<file path="config.mk">
export PLATFORM = sky130hd
export DESIGN_NAME = fbp_seq
export DESIGN_NICKNAME = d
export VERILOG_FILES = /design/src/rtl/fbp_pkg.sv /design/src/rtl/fbp_cyc_timer.sv /design/src/rtl/fbp_poll_ctr.sv /design/src/rtl/fbp_seq.sv
export SDC_FILE = /design/constraint.sdc
export NUM_CORES = 1
export LEC_CHECK = 0
export BUFFER_PORTS_ARGS = -buffer_cell sky130_fd_sc_hd__buf_2
export CORE_ASPECT_RATIO = 1.5
export CORE_UTILIZATION = 50
export DETAILED_ROUTE_END_ITERATION = 10
export PLACE_DENSITY = 0.73
export SYNTH_ARGS = -nofsm -noshare
export SYNTH_HDL_FRONTEND = slang
export SYNTH_SLANG_ARGS = --single-unit
</file>
<file path="constraint.sdc">
create_clock -name clk -period 3.2 [get_ports clk]
set_clock_uncertainty 0.05 [all_clocks]
set_input_delay 0.48 -clock clk [delete_from_list [all_inputs] [get_ports clk]]
set_output_delay 0.48 -clock clk [all_outputs]
set_load 0.01 [all_outputs]
</file>
<file path="src/rtl/fbp_pkg.sv">
package fbp_pkg;

  typedef enum logic [2:0] {
    ST_IDLE  = 3'd0,
    ST_SETUP = 3'd1,
    ST_WLOW  = 3'd2,
    ST_WHIGH = 3'd3,
    ST_READ  = 3'd4,
    ST_GAP   = 3'd5
  } fbp_state_e;

  localparam logic [1:0] LAST_STEP = 2'd3;

  // Unlock preamble address for steps 0..2; step 3 uses the client address
  function automatic logic [15:0] unlock_addr(input logic [1:0] step);
    return (step == 2'd1) ? 16'h2AAA : 16'h5555;
  endfunction

  function automatic logic [7:0] unlock_data(input logic [1:0] step);
    case (step)
      2'd0:    return 8'hAA;
      2'd1:    return 8'h55;
      default: return 8'hA0;
    endcase
  endfunction

endpackage

</file>
<file path="src/rtl/fbp_cyc_timer.sv">
module fbp_cyc_timer #(
  parameter int W = 4
) (
  input  logic         clk,
  input  logic         rst_n,
  input  logic         load,
  input  logic [W-1:0] load_val,
  output logic         expired
);

  logic [W-1:0] cnt_q;
  logic [W-1:0] cnt_d;
  logic         cnt_en;

  always_comb begin
    cnt_en = load || (cnt_q != '0);
    cnt_d  = load ? load_val : cnt_q - 1'b1;
  end

  always_ff @(posedge clk or negedge rst_n) begin
    if (!rst_n) begin
      cnt_q <= '0;
    end else if (cnt_en) begin
      cnt_q <= cnt_d;
    end
  end

  assign expired = (cnt_q == '0);

endmodule

</file>
<file path="src/rtl/fbp_poll_ctr.sv">
module fbp_poll_ctr #(
  parameter int LIMIT = 2048
) (
  input  logic clk,
  input  logic rst_n,
  input  logic clear,
  input  logic step,
  output logic at_limit
);

  localparam int PW = (LIMIT > 2) ? $clog2(LIMIT) : 1;

  logic [PW-1:0] cnt_q;
  logic [PW-1:0] cnt_d;
  logic          cnt_en;

  always_comb begin
    cnt_en = clear || step;
    cnt_d  = clear ? '0 : cnt_q + 1'b1;
  end

  always_ff @(posedge clk or negedge rst_n) begin
    if (!rst_n) begin
      cnt_q <= '0;
    end else if (cnt_en) begin
      cnt_q <= cnt_d;
    end
  end

  // High during the last allowed read
  assign at_limit = (cnt_q == PW'(LIMIT - 1));

endmodule

</file>
<file path="src/rtl/fbp_seq.sv">
module fbp_seq #(
  parameter int AW       = 16,
  parameter int WP_CYC   = 10,
  parameter int WH_CYC   = 10,
  parameter int RD_CYC   = 4,
  parameter int POLL_MAX = 2048
) (
  input  logic          clk,
  input  logic          rst_n,
  input  logic          req_valid,
  output logic          req_ready,
  input  logic [AW-1:0] req_addr,
  input  logic [7:0]    req_data,
  output logic [AW-1:0] fl_addr,
  output logic [7:0]    fl_wdata,
  output logic          fl_wdata_oe,
  input  logic [7:0]    fl_rdata,
  output logic          fl_ce_n,
  output logic          fl_we_n,
  output logic          fl_oe_n,
  output logic          done_pulse,
  output logic          err_pulse
);
  import fbp_pkg::*;

  localparam int TMAX0 = (WP_CYC > WH_CYC) ? WP_CYC : WH_CYC;
  localparam int TMAX  = (TMAX0 > RD_CYC) ? TMAX0 : RD_CYC;
  localparam int TW    = $clog2(TMAX + 1);

  fbp_state_e    state_q, state_d;
  logic [1:0]    step_q, step_d;
  logic [AW-1:0] addr_q;
  logic [7:0]    data_q;
  logic          lat_en;
  logic          done_q, done_d;
  logic          err_q, err_d;
  logic          tmr_load, tmr_exp;
  logic [TW-1:0] tmr_val;
  logic          poll_clr, poll_inc, poll_last;
  logic          in_write;
  logic          unused_rdata;

  assign unused_rdata = ^fl_rdata[6:0];

  fbp_cyc_timer #(.W(TW)) tmr_i (
    .clk      (clk),
    .rst_n    (rst_n),
    .load     (tmr_load),
    .load_val (tmr_val),
    .expired  (tmr_exp)
  );

  fbp_poll_ctr #(.LIMIT(POLL_MAX)) poll_i (
    .clk      (clk),
    .rst_n    (rst_n),
    .clear    (poll_clr),
    .step     (poll_inc),
    .at_limit (poll_last)
  );

  // Next-state logic
  always_comb begin
    state_d  = state_q;
    step_d   = step_q;
    lat_en   = 1'b0;
    tmr_load = 1'b0;
    tmr_val  = '0;
    poll_clr = 1'b0;
    poll_inc = 1'b0;
    done_d   = 1'b0;
    err_d    = 1'b0;
    case (state_q)
      ST_IDLE: begin
        if (req_valid) begin
          lat_en   = 1'b1;
          step_d   = 2'd0;
          poll_clr = 1'b1;
          state_d  = ST_SETUP;
        end
      end
      ST_SETUP: begin
        tmr_load = 1'b1;
        tmr_val  = TW'(WP_CYC - 1);
        state_d  = ST_WLOW;
      end
      ST_WLOW: begin
        if (tmr_exp) begin
          tmr_load = 1'b1;
          tmr_val  = TW'(WH_CYC - 1);
          state_d  = ST_WHIGH;
        end
      end
      ST_WHIGH: begin
        if (tmr_exp) begin
          if (step_q == LAST_STEP) begin
            tmr_load = 1'b1;
            tmr_val  = TW'(RD_CYC - 1);
            state_d  = ST_READ;
          end else begin
            step_d  = step_q + 2'd1;
            state_d = ST_SETUP;
          end
        end
      end
      ST_READ: begin
        if (tmr_exp) begin
          if (fl_rdata[7] == data_q[7]) begin
            done_d  = 1'b1;
            state_d = ST_IDLE;
          end else if (poll_last) begin
            err_d   = 1'b1;
            state_d = ST_IDLE;
          end else begin
            poll_inc = 1'b1;
            state_d  = ST_GAP;
          end
        end
      end
      ST_GAP: begin
        tmr_load = 1'b1;
        tmr_val  = TW'(RD_CYC - 1);
        state_d  = ST_READ;
      end
      default: state_d = ST_IDLE;
    endcase
  end

  // Control registers
  always_ff @(posedge clk or negedge rst_n) begin
    if (!rst_n) begin
      state_q <= ST_IDLE;
      step_q  <= 2'd0;
      done_q  <= 1'b0;
      err_q   <= 1'b0;
    end else begin
      state_q <= state_d;
      step_q  <= step_d;
      done_q  <= done_d;
      err_q   <= err_d;
    end
  end

  // Request capture with explicit enable
  always_ff @(posedge clk or negedge rst_n) begin
    if (!rst_n) begin
      addr_q <= '0;
      data_q <= '0;
    end else if (lat_en) begin
      addr_q <= req_addr;
      data_q <= req_data;
    end
  end

  // Bus outputs decoded from registered state
  assign in_write    = (state_q == ST_SETUP) || (state_q == ST_WLOW) ||
                       (state_q == ST_WHIGH);
  assign req_ready   = (state_q == ST_IDLE);
  assign fl_ce_n     = (state_q == ST_IDLE);
  assign fl_we_n     = (state_q != ST_WLOW);
  assign fl_oe_n     = (state_q != ST_READ);
  assign fl_wdata_oe = in_write;

  always_comb begin
    if (in_write && (step_q != LAST_STEP)) begin
      fl_addr  = AW'(unlock_addr(step_q));
      fl_wdata = unlock_data(step_q);
    end else begin
      fl_addr  = addr_q;
      fl_wdata = data_q;
    end
  end

  assign done_pulse = done_q;
  assign err_pulse  = err_q;

endmodule

</file>
Yosys cells after proc, flatten, opt, wreduce, memory -nomap -nowiden
Index checks and enable logic that the tools add are counted.
{ "classes": {"add_sub_neg": 3, "n_eq_ne": 17, "mux": 39, "reduce_logical": 13} }
{ "op_table": {"columns": ["op", "n"], "rows": [
  ["$mux W3", 7],
  ["$pmux W3 S6", 1],
  ["$mux W1", 16],
  ["$mux W16", 1],
  ["$pmux W4 S4", 1],
  ["$pmux W8 S2", 1],
  ["$mux W15", 1],
  ["$ne A2 B2 Y1 const B", 6],
  ["$add A11 B1 Y11 const B", 1],
  ["$eq A11 B11 Y1 const B", 1],
  ["$mux W11", 1],
  ["$mux W2", 5],
  ["$mux W4", 2],
  ["$mux W8", 1],
  ["$reduce_and A4 Y1", 2],
  ["$eq A3 B2 Y1 const B", 2],
  ["$eq A3 B3 Y1 const B", 2],
  ["$logic_not A4 Y1", 1],
  ["$logic_or A1 B1 Y1", 4],
  ["$pmux W2 S2", 1],
  ["$reduce_bool A4 Y1", 1],
  ["$sub A4 B1 Y4 const B", 1],
  ["$eq A3 B1 Y1 const B", 1],
  ["$logic_not A3 Y1", 1],
  ["11 further kinds", 11]
]} }
{ "totals": {"ff_bits": 46, "in_bits": 35, "word_cells": 80} }

Logic depth before layout (Yosys ltp)
Gate-level depths: netlist of run 1.
{ "depth": {"word_depth": 6, "ltp_mapped": 7, "depth_no_buf": 6} }

Modules after synthesis
A second synthesis of run 1 with hierarchy kept.
{ "unflattened": {"hier_cells": 227, "hier_area_um2": 2504.9} }
{ "by_module_without_submodules": {"columns": ["mod", "n_inst", "cells_each", "area_each_um2", "seq_area_each_um2"], "rows": [
  ["fbp_seq", 1, 148, 1701.6, 775.7],
  ["fbp_poll_ctr", 1, 57, 569.3, 275.3],
  ["fbp_cyc_timer", 1, 22, 234.0, 100.1]
]} }

Least setup slack after synthesis of run 1
Ideal clock, no wire load.
{ "synth_path": {"path_type": "reg2reg", "from": "register tmr_i.cnt_q[0]", "to": "register poll_i.cnt_q[5]", "setup_ns": 0.078, "arrival_ns": 2.213, "t_required_ns": 3.072, "setup_slack_ns": 0.859, "stages_incl_launch_ff": 8, "synth_period_minus_slack_ns": 2.341, "path_cell_list": "dfrtp_1 > inv_1 > ha_1 > or3b_2 > or3_4 > buf_6 > or4_1 > a21oi_1"} }
{ "synth_via": {"elab_chain_len": 4} }
{ "synth_lines": {"columns": ["item", "line_no", "rtl"], "rows": [
  ["from (decl)", "fbp_cyc_timer.sv:11", "logic [W-1:0] cnt_q;"],
  ["from (signal assigned)", "fbp_cyc_timer.sv:24", "cnt_q <= cnt_d;"],
  ["$logic_not A4 Y1", "fbp_cyc_timer.sv:28", "assign expired = (cnt_q == '0);"],
  ["$mux W1", "fbp_seq.sv:106", "if (tmr_exp) begin"],
  ["$mux W1", "fbp_seq.sv:72", "case (state_q)"],
  ["$logic_or A1 B1 Y1", "fbp_poll_ctr.sv:18", "cnt_en = clear || step;"],
  ["to (signal assigned)", "fbp_poll_ctr.sv:26", "cnt_q <= cnt_d;"],
  ["to (decl)", "fbp_poll_ctr.sv:13", "logic [PW-1:0] cnt_q;"]
]} }
Every way passes these cells.
A chain may end at the register's enable or synchronous reset.

Worst setup path after layout of run 1
{ "layout_path": {"from": "register step_q[0]", "to": "output fl_addr[14]"} }
{ "layout_via": {"elab_chain_len": 3, "elab_cells_between_ends": 5, "cone_classes": "eq/ne: 2; mux: 2; reduce/logical: 1"} }
{ "layout_lines": {"columns": ["item", "line_no", "rtl"], "rows": [
  ["from (decl)", "fbp_seq.sv:31", "logic [1:0] step_q, step_d;"],
  ["from (signal assigned)", "fbp_seq.sv:137", "step_q <= step_d;"],
  ["$eq A2 B1 Y1 / $ne A2 B2 Y1 (equally long branches)", "fbp_pkg.sv:16, fbp_seq.sv:164", null],
  ["$mux W15 / $logic_and A1 B1 Y1 (equally long branches)", "fbp_pkg.sv:16, fbp_seq.sv:164", null],
  ["$mux W16 *", "fbp_seq.sv:164", "if (in_write && (step_q != LAST_STEP)) begin"],
  ["to (decl)", "fbp_seq.sv:14", "output logic [AW-1:0] fl_addr,"]
]} }
Every way passes the cells marked *; elsewhere a longest branch is shown, timed or not.

==> results of run 1 <==
==> placed cells by master, fill, tap and decap left out, types with 3 or more instances in the layout <==
cell type	count
a21o_1	20
a21oi_1	11
and2_1	6
and4_1	3
buf_2	58
buf_4	7
clkbuf_8	5
dfrtp_1	46
ha_1	6
inv_1	7
mux2_2	3
mux2i_1	6
nand2_1	87
nand2b_1	7
nand3_1	7
nor2_1	12
nor3_1	4
o21ai_0	6
o31ai_1	4
or4_1	5
==> final cells by class <==
class	count	share of cell area, %
clock buffer	6	2.49
clock inverter	2	0.473
inverter	7	0.902
multi-input combinational	214	42.0
sequential	46	39.5
tap	66	2.84
timing repair buffer	65	11.8
==> power by group through the flow <==
stage               clock network, W  registers [W]  logic, W
floorplan                          0       0.000954  0.000853
global placement                   0       0.000988   0.00120
detailed placement                 0        0.00101   0.00121
CTS                         0.000370       0.000994   0.00122
global route                0.000387        0.00103   0.00135
finish                      0.000360       0.000993   0.00120
==> kinds of logic (layout without fill, tap and decap cells) <==
family          after synthesis  after routing  share of synthesized area, %
simple gates                148            148                          28.3
xor+xnor                      2              2                         0.705
buf+inv                      25             80                          4.53
fa+ha+maj                     6              6                          3.02
mux                           9              9                          3.77
flops                        46             46                          46.3
compound gates               49             49                          13.3
==> through the flow <==
stage               cell area [µm²]  setup WS, ns  hold WS (ns)  instances  power, W
floorplan                      2490         0.859         0.134        285   0.00181
global placement               2830         0.818         0.399        398   0.00219
detailed placement             2830         0.761         0.407        398   0.00222
CTS                            2910         0.495         0.305        406   0.00259
global route                   2910         0.397         0.307        406   0.00277
finish                         2910         0.495         0.283        406   0.00256
==> registers in the layout (all words and copies together) (netlist names) <==
name          count
done_pulse        1
state_q           3
err_pulse         1
poll_i.cnt_q     11
tmr_i.cnt_q       4
step_q            2
data_q            8
addr_q           16
==> how the worst min path moves through the flow <==
| stage | to | start | cells after the start | slack, ns |
|---|---|---|---|---|
| after floorplan | addr_q[0] | rst_n | 0 | 0.13 |
| after global placement | addr_q[15] | addr_q[15] | 2 | 0.40 |
| final | poll_i.cnt_q[6] | rst_n | 1 | 0.28 |
| after global routing | addr_q[6] | req_addr[6] | 3 | 0.31 |
| after CTS | data_q[2] | req_data[2] | 3 | 0.30 |
| after detailed placement | data_q[1] | data_q[1] | 2 | 0.41 |
==> metal layers <==
layer	vias to the layer above	routed length (µm)	global-route usage, %
met5	-	0	0
met4	0	78	8.25
met3	7	264	4.53
met2	54	2660	38.5
met1	1001	2290	25.7
li1	1068	-	-
==> flow_summary_export.csv, run 1 <==
group,metric,value,unit
critical_path,critPathTopFamily,"simple AND/OR/NAND/NOR gates",
routing,firstDrtPassIters,4,
logic_synthesis,synth-main-ff-cell,"dfrtp_1",
routing,first_iter_violations,88,
cts,root_buffer,"clkbuf_8",
critical_path,crit_path_start,"step_q[0]",
sta,fin_tns_setup,0,ns
critical_path,cp_num_cells,5,
cts,cts.sinks,46,
critical_path,timing.rr.end,"poll_i.cnt_q[4]",
die,dieArea,0.00526,mm²
sta,timing.fmax,370,MHz
status,status,"finished clean",
sta,rsz0062_at_grt,"false",
place,place_congestion,0.779,
logic_synthesis,synth_area_leaders,"dfrtp_1, nand2_1, a21o_1",
flow_run,maxCapViolCount,0,
sta,slew_viol_final,0,
sta,period_needed,2.70,ns
final_layout,final_layout_size_suffix_gt1_share,22.9,%
min_path,hold_class,"input port to asynchronous set/reset pin",
place,port_buffers,58,
power,swShare,40.3,%
die,fp-row-count,31,
die,die_w,59.6,µm
logic_synthesis,synthesis.nets,326,
global_route,grtUsageTotal,21.8,%
final_layout,syn_to_final_growth,17.1,%
critical_path,rr_startpoint,"tmr_i.cnt_q[0]",
cts,htreeDepth,2,
logic_synthesis,syn_avg_cell_area,8.72,µm²
routing,via_per_inst,5.25,
cts,hold_buffers,0,
sta,finalHoldViolations,0,
logic_synthesis,yosysTopAreaCellShare,46.3,%
critical_path,reg2reg_slack,0.74,ns
critical_path,cp-start-kind,"register",
power,ir_worst_vdd,0.461,mV
cts,post_cts_buffers,0,
power,p_comb_share,47.1,%
cts,cts.path.max_buffers,2,
critical_path,critical_path_class,"register to output port",
critical_path,critPathCaptureType,"output port",
cts,cts.clk_slew.worst_paths,0.09,ns
global_route,grt_pass1_wl,8890,µm
logic_synthesis,yosys.area.top_type,"dfrtp_1",
cts,cts_tree,"done",
logic_synthesis,synth_most_common_cell,"nand2_1",
power,power_frac_clock,14.1,%
logic_synthesis,ys_top_cells_by_count,"nand2_1, dfrtp_1, a21o_1",
routing,ant_nets,0,
logic_synthesis,yosysSeqAreaShare,46.3,%
global_route,grt_pass1_vias,2064,
routing,route.detailed.drc,0,
final_layout,fillers,485,
power,p_leak,1.54,nW
routing,routed_wl,5290,µm
cts,post_cts_resize_count,0,
logic_synthesis,async_flop_share,100,%
cts,numCtsBuffers,5,
critical_path,cp_data_arrival_time,2.17,ns
cts,clk_latency,0.30,ns
global_route,grt_max_degree,47,
final_layout,seqCellArea,0.00115,mm²
place,dpl.hpwl,3660,µm
logic_synthesis,ys_ff_latch,46,
power,p_switching,0.00103,W
final_layout,finish.utilization,60.5,%
logic_synthesis,yosysWarnings,0,
sta,setup_viol,0,
die,dieHeight,88.4,µm
critical_path,critPathMaxFanout,8,
sta,worstMarginPinSlew,0.998,ns
routing,vias,2130,
critical_path,slowest_stage,"nor2_1",
logic_synthesis,syn-instance-count,285,
routing,wl_per_cell,13.0,µm
power,power.density,878,mW/mm²
global_route,antenna_found_initial,0,
logic_synthesis,ys_types,41,
final_layout,nNetsFinal,380,
critical_path,cpPeakStageDelay,0.50,ns
critical_path,endpoint,"fl_addr[14]",
critical_path,r2r_cells,6,
final_layout,multiInputGateArea,0.00122,mm²
critical_path,cp_num_buf_inv,1,
logic_synthesis,synth_edf_count,0,
logic_synthesis,syn_area,0.00249,mm²
die,core_area,0.00481,mm²
critical_path,crit_required,2.67,ns
sta,max-slew-margin-rel,33.5,%
global_route,grt_overflow,0,
power,p_int,0.00152,W
power,seqPwrFrac,38.8,%
sta,fin_crit_sh,84.5,%
final_layout,num_antenna_cells,0,
die,io_pins,66,
critical_path,worstPathCellList,"ha_1 -> or3_1 -> nor2_1 -> a21o_1 -> buf_2",
die,initial_core_util,51.7,%
Power figures use the tool's default switching activity.
==> run 2, diff against run 1 <==
==> constraint.sdc (replaced) <==
create_clock -name clk -period 2.6 [get_ports clk]
set_clock_uncertainty 0.05 [all_clocks]
set_input_delay 0.39 -clock clk [delete_from_list [all_inputs] [get_ports clk]]
set_output_delay 0.39 -clock clk [all_outputs]
set_load 0.01 [all_outputs]
==> flow_summary_export.csv, run 2 (synthesized netlist as in run 1, its figures left out) <==
group,metric,value,unit
die,dieArea,0.00526,mm²
cts,cts.sinks,46,
cts,clk_latency,0.30,ns
final_layout,num_antenna_cells,0,
cts,cts.path.max_buffers,2,
final_layout,seqCellArea,0.00115,mm²
cts,cts_tree,"done",
sta,fin_tns_setup,0,ns
global_route,grtUsageTotal,23.1,%
critical_path,critPathCaptureType,"output port",
min_path,hold_depth,3,
min_path,min_to,"addr_q[3]",
die,fp-row-count,31,
routing,routed_wl,5470,µm
sta,setup_viol,0,
routing,ant_nets,0,
global_route,antenna_found_initial,0,
die,dieHeight,88.4,µm
power,seqPwrFrac,38.3,%
global_route,grt_pass1_wl,9280,µm
final_layout,final_common_cell,"nand2_1",
critical_path,r2r_cells,6,
cts,numCtsBuffers,5,
final_layout,top_register,"addr_q",
sta,timing.fmax,405,MHz
final_layout,fillers,475,
critical_path,critical_path_class,"register to output port",
routing,wl_per_cell,13.2,µm
global_route,grt_max_degree,31,
sta,worstMarginPinSlew,0.568,ns
die,initial_core_util,51.7,%
sta,rsz0062_at_grt,"false",
critical_path,rr_startpoint,"tmr_i.cnt_q[0]",
critical_path,crit_required,2.16,ns
place,place_congestion,0.774,
critical_path,critPathMaxFanout,17,
global_route,grt_pass1_vias,2100,
final_layout,largest_registers,"addr_q x16, poll_i.cnt_q x11, data_q x8",
power,p_comb_share,47.2,%
final_layout,final_cell_mix,"nand2_1, buf_2, dfrtp_1",
sta,period_needed,2.47,ns
sta,slew_viol_final,0,
sta,fin_crit_sh,95.1,%
power,p_leak,1.58,nW
routing,firstDrtPassIters,4,
die,core_area,0.00481,mm²
final_layout,nNetsFinal,388,
power,power_frac_clock,14.5,%
final_layout,multiInputGateArea,0.00123,mm²
routing,first_iter_violations,41,
cts,root_buffer,"clkbuf_8",
flow_run,maxCapViolCount,0,
die,die_w,59.6,µm
routing,route.detailed.drc,0,
global_route,grt_overflow,0,
status,status,"finished clean",
cts,htreeDepth,2,
final_layout,final_layout_size_suffix_gt1_share,25.0,%
power,p_int,0.00194,W
min_path,hold_path.startpoint,"req_addr[3]",
die,io_pins,66,
final_layout,syn_to_final_growth,20.2,%
power,power.density,1080,mW/mm²
critical_path,cp_data_arrival_time,2.03,ns
routing,via_per_inst,5.30,
min_path,hold_class,"input port to register",
place,port_buffers,58,
critical_path,cp-start-kind,"register",
critical_path,timing.rr.end,"poll_i.cnt_q[5]",
power,swShare,39.8,%
critical_path,reg2reg_slack,0.21,ns
routing,vias,2196,
final_layout,largest_register_ffs,16,
sta,finalHoldViolations,0,
power,p_switching,0.00128,W
cts,cts.clk_slew.worst_paths,0.09,ns
sta,max-slew-margin-rel,61.6,%
place,dpl.hpwl,3900,µm
sta,whs,0.218,ns
power,ir_worst_vdd,0.673,mV
==> run 2: critical path, stage by stage, from the launching register on <==
cell and delay (ns):
dfrtp_1 0.44, ha_1 0.27, or3_4 0.46, buf_4 0.23, a21o_1 0.19, buf_2 0.14
==> run 2: what timing repair did <==
item,4_1_cts,5_1_grt
hold endpoints to repair,6,0
resized for setup,1,0
hold buffers,1,0
buffers inserted,0,0
setup endpoints to repair,16,0
==> run 2: layout make-up <==
cell class / count / share of cell area (%)
flip-flops and latches: 46 / 38.5
clock buffers: 6 / 2.76
inverters: 7 / 0.879
multi-input cells: 214 / 41.1
clock inverters: 2 / 0.419
repair buffers: 73 / 13.6
well taps: 66 / 2.76
==> run 2: stage by stage <==
stage | setup slack [ns] | instance area [µm²] | total power (W) | std cells | utilization, %
6_report | 0.128 | 2990 | 0.00322 | 414 | 62.1
5_1_grt | 0.0258 | 2990 | 0.00348 | 414 | 62.1
4_1_cts | 0.121 | 2990 | 0.00325 | 414 | 62.1
3_5_place_dp | 0.240 | 2880 | 0.00277 | 405 | 59.8
3_3_place_gp | 0.266 | 2880 | 0.00273 | 405 | 59.8
2_1_floorplan | 0.259 | 2490 | 0.00222 | 285 | -
==> run 2: power by group through the flow <==
stage,Clock [W],Sequential [W],Combinational (W)
global placement,0,0.00123,0.00150
floorplan,0,0.00117,0.00105
CTS,0.000475,0.00124,0.00154
global route,0.000497,0.00128,0.00170
finish,0.000465,0.00123,0.00152
detailed placement,0,0.00125,0.00152
==> run 2: layer usage <==
layer	GRT usage (%)	up-vias	routed length [µm]	part of all wire (%)
li1	-	1088	-	-
met1	28.0	1037	2360	43
met2	39.5	64	2770	51
met3	5.85	7	258	4.7
met4	8.03	0	84	1.5
met5	0	-	0	0
==> run 2: worst max-delay path by stage <==
stage / startpoint / end / slack (ns)
6_report: step_q[0] / fl_addr[7] / 0.13
5_1_grt: step_q[0] / fl_addr[11] / 0.03
4_1_cts: step_q[0] / fl_addr[7] / 0.12
3_3_place_gp: tmr_i.cnt_q[0] / poll_i.cnt_q[5] / 0.27
2_1_floorplan: tmr_i.cnt_q[0] / poll_i.cnt_q[5] / 0.26
3_5_place_dp: tmr_i.cnt_q[0] / poll_i.cnt_q[4] / 0.24
